--- config.mk ---
export PLATFORM = sky130hd
export DESIGN_NAME = turn_lamp_seq
export DESIGN_NICKNAME = d
export VERILOG_FILES = /design/src/rtl/turn_lamp_pkg.sv /design/src/rtl/lamp_req_arbiter.sv /design/src/rtl/lamp_side_fill.sv /design/src/rtl/turn_lamp_seq.sv
export SDC_FILE = /design/constraint.sdc
export NUM_CORES = 1
export LEC_CHECK = 0
export ABC_AREA = 1
export BUFFER_PORTS_ARGS = -buffer_cell sky130_fd_sc_hd__buf_2
export CAP_MARGIN = 20
export CELL_PAD_IN_SITES_DETAIL_PLACEMENT = 0
export CELL_PAD_IN_SITES_GLOBAL_PLACEMENT = 2
export CORE_AREA = 4 4 54 56
export CTS_BUF_LIST = sky130_fd_sc_hd__clkbuf_8
export DETAILED_ROUTE_END_ITERATION = 8
export DIE_AREA = 0 0 58 60
export HOLD_SLACK_MARGIN = 0.02
export PLACE_DENSITY_LB_ADDON = 0.1
export SETUP_SLACK_MARGIN = 0.02
export SKIP_CTS_REPAIR_TIMING = 1
export SLEW_MARGIN = 20
export SYNTH_ARGS = -nofsm -noshare
export SYNTH_HDL_FRONTEND = slang
export SYNTH_HIERARCHICAL = 1
export SYNTH_SLANG_ARGS = --single-unit
--- constraint.sdc ---
create_clock -name clk -period 2.66 [get_ports clk]
set_input_delay 0.532 -clock clk [delete_from_list [all_inputs] [get_ports clk]]
set_output_delay 0.532 -clock clk [all_outputs]
set_load 0.005 [all_outputs]
--- src/rtl/turn_lamp_pkg.sv ---
package turn_lamp_pkg;

    // Decoded request seen from the dark state, in priority order.
    typedef enum logic [1:0] {
        REQ_NONE  = 2'd0,
        REQ_FLASH = 2'd1,
        REQ_LEFT  = 2'd2,
        REQ_RIGHT = 2'd3
    } lamp_req_e;

endpackage

--- src/rtl/lamp_req_arbiter.sv ---
module lamp_req_arbiter
    import turn_lamp_pkg::*;
(
    input  logic      hazard_i,
    input  logic      left_i,
    input  logic      right_i,
    output lamp_req_e req_o
);

    // A hazard request, or both turns together, wins over a single turn.
    always_comb begin
        if (hazard_i || (left_i && right_i)) begin
            req_o = REQ_FLASH;
        end else if (left_i) begin
            req_o = REQ_LEFT;
        end else if (right_i) begin
            req_o = REQ_RIGHT;
        end else begin
            req_o = REQ_NONE;
        end
    end

endmodule

--- src/rtl/lamp_side_fill.sv ---
// Step logic for one side of lamps. Internally the side is viewed with its
// innermost lamp at bit 0; GROW_UP selects whether that view matches the
// physical bit order or is its mirror image.
module lamp_side_fill #(
    parameter int SIDE_W  = 3,
    parameter bit GROW_UP = 1'b1
) (
    input  logic [SIDE_W-1:0] fill_i,
    output logic [SIDE_W-1:0] start_o,
    output logic [SIDE_W-1:0] next_o,
    output logic              dark_o,
    output logic              legal_o,
    output logic              full_o
);

    localparam logic [SIDE_W-1:0] INNER_C = SIDE_W'(1);

    logic [SIDE_W-1:0] canon;
    logic [SIDE_W-1:0] next_c;
    logic [SIDE_W-1:0] start_c;

    for (genvar b = 0; b < SIDE_W; b++) begin : g_map
        if (GROW_UP) begin : g_keep
            assign canon[b]   = fill_i[b];
            assign next_o[b]  = next_c[b];
            assign start_o[b] = start_c[b];
        end else begin : g_flip
            assign canon[b]              = fill_i[SIDE_W-1-b];
            assign next_o[SIDE_W-1-b]    = next_c[b];
            assign start_o[SIDE_W-1-b]   = start_c[b];
        end
    end

    always_comb begin
        start_c = INNER_C;
        next_c  = (canon << 1) | INNER_C;
        dark_o  = (canon == '0);
        full_o  = &canon;
        // Legal run: a nonzero block of ones anchored at the inner lamp.
        legal_o = !dark_o && ((canon & (canon + INNER_C)) == '0);
    end

endmodule

--- src/rtl/turn_lamp_seq.sv ---
module turn_lamp_seq
    import turn_lamp_pkg::*;
#(
    parameter int SIDE_W = 3
) (
    input  logic                  clk,
    input  logic                  rst,
    input  logic                  step_en,
    input  logic                  turn_left,
    input  logic                  turn_right,
    input  logic                  hazard,
    output logic [2*SIDE_W-1:0]   lamps
);

    localparam int LAMP_W  = 2 * SIDE_W;
    localparam int N_SIDES = 2;
    localparam int SIDE_L  = 0;
    localparam int SIDE_R  = 1;

    typedef struct packed {
        logic [SIDE_W-1:0] lft;
        logic [SIDE_W-1:0] rgt;
    } lamp_state_t;

    lamp_state_t st_d, st_q;

    lamp_req_e                      req;
    logic [N_SIDES-1:0][SIDE_W-1:0] side_cur;
    logic [N_SIDES-1:0][SIDE_W-1:0] side_start;
    logic [N_SIDES-1:0][SIDE_W-1:0] side_next;
    logic [N_SIDES-1:0]             side_dark;
    logic [N_SIDES-1:0]             side_legal;
    logic [N_SIDES-1:0]             side_full;

    logic is_idle, is_flash, run_left, run_right, code_ok;

    lamp_req_arbiter u_arb (
        .hazard_i (hazard),
        .left_i   (turn_left),
        .right_i  (turn_right),
        .req_o    (req)
    );

    assign side_cur[SIDE_L] = st_q.lft;
    assign side_cur[SIDE_R] = st_q.rgt;

    // Left side grows toward the high bit, right side toward the low bit.
    for (genvar s = 0; s < N_SIDES; s++) begin : g_side
        lamp_side_fill #(
            .SIDE_W  (SIDE_W),
            .GROW_UP (s == SIDE_L)
        ) u_fill (
            .fill_i  (side_cur[s]),
            .start_o (side_start[s]),
            .next_o  (side_next[s]),
            .dark_o  (side_dark[s]),
            .legal_o (side_legal[s]),
            .full_o  (side_full[s])
        );
    end

    always_comb begin
        is_idle   = side_dark[SIDE_L] && side_dark[SIDE_R];
        is_flash  = side_full[SIDE_L] && side_full[SIDE_R];
        run_left  = side_legal[SIDE_L] && side_dark[SIDE_R];
        run_right = side_dark[SIDE_L] && side_legal[SIDE_R];
        code_ok   = is_idle || is_flash || run_left || run_right;
    end

    always_comb begin
        st_d = st_q;
        if (!code_ok) begin
            st_d = '0;
        end else if (step_en) begin
            if (is_idle) begin
                case (req)
                    REQ_FLASH: st_d = '1;
                    REQ_LEFT:  st_d.lft = side_start[SIDE_L];
                    REQ_RIGHT: st_d.rgt = side_start[SIDE_R];
                    default:   st_d = '0;
                endcase
            end else if (is_flash) begin
                st_d = '0;
            end else if (run_left) begin
                st_d.rgt = '0;
                st_d.lft = (hazard || side_full[SIDE_L]) ? '0 : side_next[SIDE_L];
            end else begin
                st_d.lft = '0;
                st_d.rgt = (hazard || side_full[SIDE_R]) ? '0 : side_next[SIDE_R];
            end
        end
    end

    always_ff @(posedge clk) begin
        if (rst) begin
            st_q <= '0;
        end else begin
            st_q <= st_d;
        end
    end

    assign lamps = st_q;

    // ---------------------------------------------------------------
    // Assertions
    // ---------------------------------------------------------------
    AST_RESET_DARK: assert property (@(posedge clk) rst |=> (lamps == '0));

    AST_LEGAL_CODE: assert property (@(posedge clk) disable iff (rst)
        (lamps == '0) || (lamps == '1) ||
        ((lamps[SIDE_W-1:0] == '0) &&
         (lamps[LAMP_W-1:SIDE_W] ==
          SIDE_W'((SIDE_W'(1) << $countones(lamps)) - SIDE_W'(1)))) ||
        ((lamps[LAMP_W-1:SIDE_W] == '0) &&
         (lamps[SIDE_W-1:0] == ~({SIDE_W{1'b1}} >> $countones(lamps)))));

    AST_FLASH_ENDS: assert property (@(posedge clk) disable iff (rst)
        (step_en && lamps == '1) |=> (lamps == '0));

    AST_HOLD_NO_EN: assert property (@(posedge clk) disable iff (rst)
        !step_en |=> $stable(lamps));

    AST_TURN_GROWS: assert property (@(posedge clk) disable iff (rst)
        (step_en && !hazard && lamps != '0 &&
         (lamps[SIDE_W-1:0] == '0 || lamps[LAMP_W-1:SIDE_W] == '0) &&
         !(&lamps[SIDE_W-1:0]) && !(&lamps[LAMP_W-1:SIDE_W]))
        |=> ($countones(lamps) == $past($countones(lamps)) + 1));

    AST_HAZ_ABORT: assert property (@(posedge clk) disable iff (rst)
        (step_en && hazard && lamps != '0 && lamps != '1) |=> (lamps == '0));

endmodule

# --- Word-level counts from Yosys, hierarchy flattened ---
# Cells that the tools add are included.
op_classes:
  add_sub_neg: 2
  n_reduce_logical: 24
  n_bitwise: 3
  n_mux: 10
  eq_ne: 5
op_table:
  columns: ["op", "count"]
  rows:
  - ["6-bit 2-to-1 mux", 3]
  - ["3-bit one-hot mux with 3 select lines", 2]
  - ["3-bit zero test", 4]
  - ["1-bit logical AND", 7]
  - ["3-bit by 1-bit adder with 3-bit output, second input constant", 2]
  - ["3-bit AND", 2]
  - ["1-bit logical OR", 6]
  - ["2-bit 2-to-1 mux", 3]
  - ["3-bit 2-to-1 mux", 2]
  - ["3-bit AND reduction", 2]
  - ["2-bit == test, second input constant", 2]
  - ["2-bit inequality test, second input constant", 2]
  - ["2-bit AND reduction", 2]
  - ["2-bit by 1-bit == test with 1-bit output, second input constant", 1]
  - ["1-bit zero test", 2]
  - ["2-bit OR reduction", 1]
  - ["1-bit inverter", 1]
word_totals:
  output_inout_bits: 6
  ff_bits: 6
  wordCells: 46

# --- Depth between registers and ports, before layout ---
logic_depth:
  ltp_word: 9
  depth_mapped: 11
  ltp_nobuf: 11

# --- Hierarchy ---
# The synthesis kept the hierarchy.
by_module_without_submodules:
  columns: ["module", "instances", "seq_area_each_um2", "area_each_um2", "cells_per_inst"]
  rows:
  - ["turn_lamp_seq", 1, 120.1, 520.5, 90]
  - ["lamp_side_fill", 2, 0.0, 85.1, 16]
  - ["lamp_req_arbiter", 1, 0.0, 33.8, 8]

# --- Worst setup path before layout ---
# Ideal clock, no wire load.
synth_path:
  path_type: "input to register"
  startpoint: "in turn_right"
  endpoint: "reg st_q (netlist bit lamps[4])"
  stages: 11
  path_buffers: 0
  arrival_time_ns: 1.393
  setup_slack_ns: 1.155
  t_required_ns: 2.548
  cell_sequence: "nand2_1 > nand2_1 > nor2_2 > inv_1 > ha_1 > inv_1 > nand2_1 > nand2_1 > nand2_1 > nor2_1 > nor2_2"
synth_via:
  elab_chain_cells: 6
synth_rtl:
  columns: ["element", "line", "source"]
  rows:
  - ["start, declared", "turn_lamp_seq.sv:10", "input logic turn_right,"]
  - ["2-bit 2-to-1 mux / 1-bit logical AND (equally long branches)", "lamp_req_arbiter.sv:16, lamp_req_arbiter.sv:12", null]
  - ["2-bit 2-to-1 mux / 1-bit logical OR (equally long branches)", "lamp_req_arbiter.sv:14, lamp_req_arbiter.sv:12", null]
  - ["2-bit 2-to-1 mux (*)", "lamp_req_arbiter.sv:12", "if (hazard_i || (left_i && right_i)) begin"]
  - ["via req[1]", "turn_lamp_seq.sv:27", "lamp_req_e req;"]
  - ["2-bit == test / 2-bit by 1-bit == test with 1-bit output (equally long branches)", "turn_lamp_seq.sv:76", "case (req)"]
  - ["3-bit one-hot mux with 3 select lines / 2-bit inequality test (equally long branches)", null, null]
  - ["6-bit 2-to-1 mux / 2-bit AND reduction (equally long branches)", null, null]
  - ["end signal, assigned", "turn_lamp_seq.sv:98", "st_q <= st_d;"]
  - ["end, declared", "turn_lamp_seq.sv:25", "lamp_state_t st_d, st_q;"]
# The timed path passes the listed nets; every way through them passes the cells marked *.
# A chain may end at the register's enable or synchronous reset.

# --- Worst setup path in the final report ---
layout_path:
  startpoint: "in turn_right"
  endpoint: "reg st_q (netlist bit lamps[5])"
# The elaborated chain is that of the path after synthesis.

==> run summary <==
count of buffers inserted at the top-level ports -> 11
WL per Instance -> 9.51 um
type of the worst setup path -> input pin to register
run status -> complete, no violations
GRT met1 Usage -> 0.127
endpoint of the worst register-to-register path -> lamps[4]$_SDFFE_PP0P_
Yosys top cell area share -> 0.249
EDFF count, synth -> 0
number of I/O pins -> 12
final worst clock skew -> 3.35 ps
area taken by flip-flops and latches -> 120 um^2
Cell Count, Final, Fillers Out -> 166
Most used DFF post-synth -> sky130_fd_sc_hd__dfxtp_1
Worst Path Max Fanout -> 4
number of inserted filler cells in the final layout -> 296
fraction of final layout cells with drive strength greater than 1 -> 0.206
Num CTS Buffers -> 3
DP Wirelength -> 1.30 mm
worst min path class -> register to register
count of different cell masters after synthesis -> 18
Max-Cap Viols -> 0
via count -> 691
post-synthesis share of cell area spent on full adders, half adders and majority gates -> 0.0518
placed cell area -> 742 um^2
YS warnings -> 6
maximum achievable frequency -> 635 MHz
worst slack at placement -> 849 ps
top area cells in the synthesized netlist -> sky130_fd_sc_hd__nand2_1, sky130_fd_sc_hd__dfxtp_1, sky130_fd_sc_hd__buf_4, sky130_fd_sc_hd__nor2_1, sky130_fd_sc_hd__inv_1
vias in the first global route -> 600
Area growth syn-to-layout -> 8.12%
CTS tree -> built
antenna cell count -> 0
r2r worst-path depth -> 7
most frequent cell after synthesis -> sky130_fd_sc_hd__nand2_1
detailed router's first-iteration violation count -> 15
category of the worst setup path capture point -> register
routability-driven placement congestion ratio -> 0.709
maximum number of pins on one net before global-route repair -> 8
cell types with the highest counts after synthesis -> sky130_fd_sc_hd__nand2_1, sky130_fd_sc_hd__nor2_1, sky130_fd_sc_hd__inv_1
drt first pass iters -> 4
global-route wire length before repair -> 2.65 mm
Core Rows -> 18
average size of a mapped cell -> 5.57 um^2
via density per instance -> 4.16
setup ws final -> 1080 ps
Final Slew Violations -> 0
ratio of final minimum period to clock period -> 0.592
accumulated negative setup slack -> 0 ps
register area share after synthesis -> 0.166
number of hold violations in the final report -> 0
Hold Path Cell Cnt -> 4
Reg2Reg Launch Point -> lamps[1]$_SDFFE_PP0P_
met2 track demand over resource -> 0.161
final routed wirelength across all metal layers -> 1.58 mm
Min Clock Period, post-route -> 1580 ps
post-synthesis xor/xnor area fraction -> 0
biggest area consumer among synthesized cells -> sky130_fd_sc_hd__nand2_1
clock latency at the later pin of the worst-skew pair -> 220 ps
Max rail drop VDD -> 442 uV
basic-gate share of the synthesized area counting and, or, nand and nor cells -> 0.542
utilization of the core after routing -> 0.322
Placed Cells -> 163
Seq cells post-synth -> 6
max FFs per register -> 6
largest family of logic cells by synthesized area -> simple AND/OR/NAND/NOR gates
clock transition time at the flip-flop clock pins of the worst setup and hold paths -> 40 ps
post-layout instance area -> 783 um^2
die span in y -> 60 um
GR Layer Usage met3 -> 0.0151
core area -> 0.00243 mm^2
maximum root-to-sink buffer count -> 2
Mapped Cells -> 130
grt total ovfl -> 0
H-tree depth -> 1
endpoint of the worst hold-timing path -> lamps[0]$_SDFFE_PP0P_
sort of element at the start of the critical path -> input pin
hold path start -> lamps[0]$_SDFFE_PP0P_
Post-synth ARST share -> 0
multi-input logic area -> 460 um^2
CTS root buffer -> sky130_fd_sc_hd__clkbuf_8
endpoints failing setup -> 0
reg-to-reg slack, setup -> 1200 ps
reported leakage power -> 0.423 nW
peak-usage layer in the global routing report -> met2
Netlist Area Pre-Place -> 724 um^2
Antenna Nets Post-Route -> 0
Crit path arrival time -> 1680 ps
number of antenna violations at the first check in global routing -> 0
starting density of the core -> 0.298
number of DRC violations after detailed routing -> 0
pwr/cell area -> 1150 mW/mm^2
die area -> 0.00348 mm^2
required time reported for the critical path endpoint -> 2770 ps
mux contribution to synthesized area -> 0
RSZ-0062 raised after global routing -> no
Die Wd -> 58 um
Tot GR Track Use -> 0.102
Compound-Gate Fraction of Synth Area -> 0
Total Nets Final -> 147
sinks on the clock net -> 6
worst max-delay path: stages:
cell and delay, ps:
sky130_fd_sc_hd__buf_2 110, sky130_fd_sc_hd__nand2_1 80, sky130_fd_sc_hd__nand3_1 130, sky130_fd_sc_hd__ha_1 280, sky130_fd_sc_hd__nand3_1 100, sky130_fd_sc_hd__nand2_1 130
sky130_fd_sc_hd__inv_2 90, sky130_fd_sc_hd__nand2_1 50, sky130_fd_sc_hd__nor2_1 150, sky130_fd_sc_hd__nor2_2 40
how the worst max path moves through the flow:
stage	from	endpoint	slack (ps)
after detailed placement	turn_right	lamps[5]$_SDFFE_PP0P_	850
final	turn_right	lamps[5]$_SDFFE_PP0P_	1080
after CTS	turn_right	lamps[5]$_SDFFE_PP0P_	1070
after floorplan	turn_right	lamps[4]$_SDFFE_PP0P_	1150
after global routing	turn_right	lamps[2]$_SDFFE_PP0P_	940
after global placement	turn_right	lamps[3]$_SDFFE_PP0P_	860
routing by layer:
layer,vias up,wire [um]
li1,385,-
met1,290,796
met2,14,687
met3,2,79
met4,0,17
met5,-,0
logic make-up (layout without fill, tap and decap cells):
logic type                 Yosys count  in the layout
and+or+nand+nor                     87             87
buffers and inverters               30             32
adders and majority gates            3              3
other                                4              8
DFF                                  6              6
final cells by class:
| class | count | area share |
|---|---|---|
| sequential | 6 | 0.153 |
| clock buffer | 3 | 0.0527 |
| tap | 30 | 0.0479 |
| timing repair buffer | 11 | 0.0703 |
| multi-input combinational | 98 | 0.588 |
| inverter | 18 | 0.0879 |
cells in the final DEF, fill, tap and decap left out, types with 2 or more instances in the layout:
cell type,instances
sky130_fd_sc_hd__buf_2,11
sky130_fd_sc_hd__clkbuf_8,3
sky130_fd_sc_hd__conb_1,8
sky130_fd_sc_hd__dfxtp_1,6
sky130_fd_sc_hd__ha_1,3
sky130_fd_sc_hd__inv_1,14
sky130_fd_sc_hd__inv_2,3
sky130_fd_sc_hd__nand2_1,48
sky130_fd_sc_hd__nand3_1,9
sky130_fd_sc_hd__nand4_1,3
sky130_fd_sc_hd__nor2_1,15
sky130_fd_sc_hd__nor2_2,5
sky130_fd_sc_hd__nor3_1,2
where the power goes:
part	internal (mW)	switching [mW]
Combinational	0.190	0.397
Clock	0.0970	0.0365
Sequential	0.130	0.0471
Total	0.417	0.481
stage by stage:
step / hold WS [ps] / total power [mW]
after floorplan: 564 / 0.656
after global placement: 567 / 0.772
after detailed placement: 572 / 0.770
after CTS: 578 / 0.910
after global routing: 621 / 0.995
final: 569 / 0.897
Note: power is estimated with default switching activity, not from simulation.
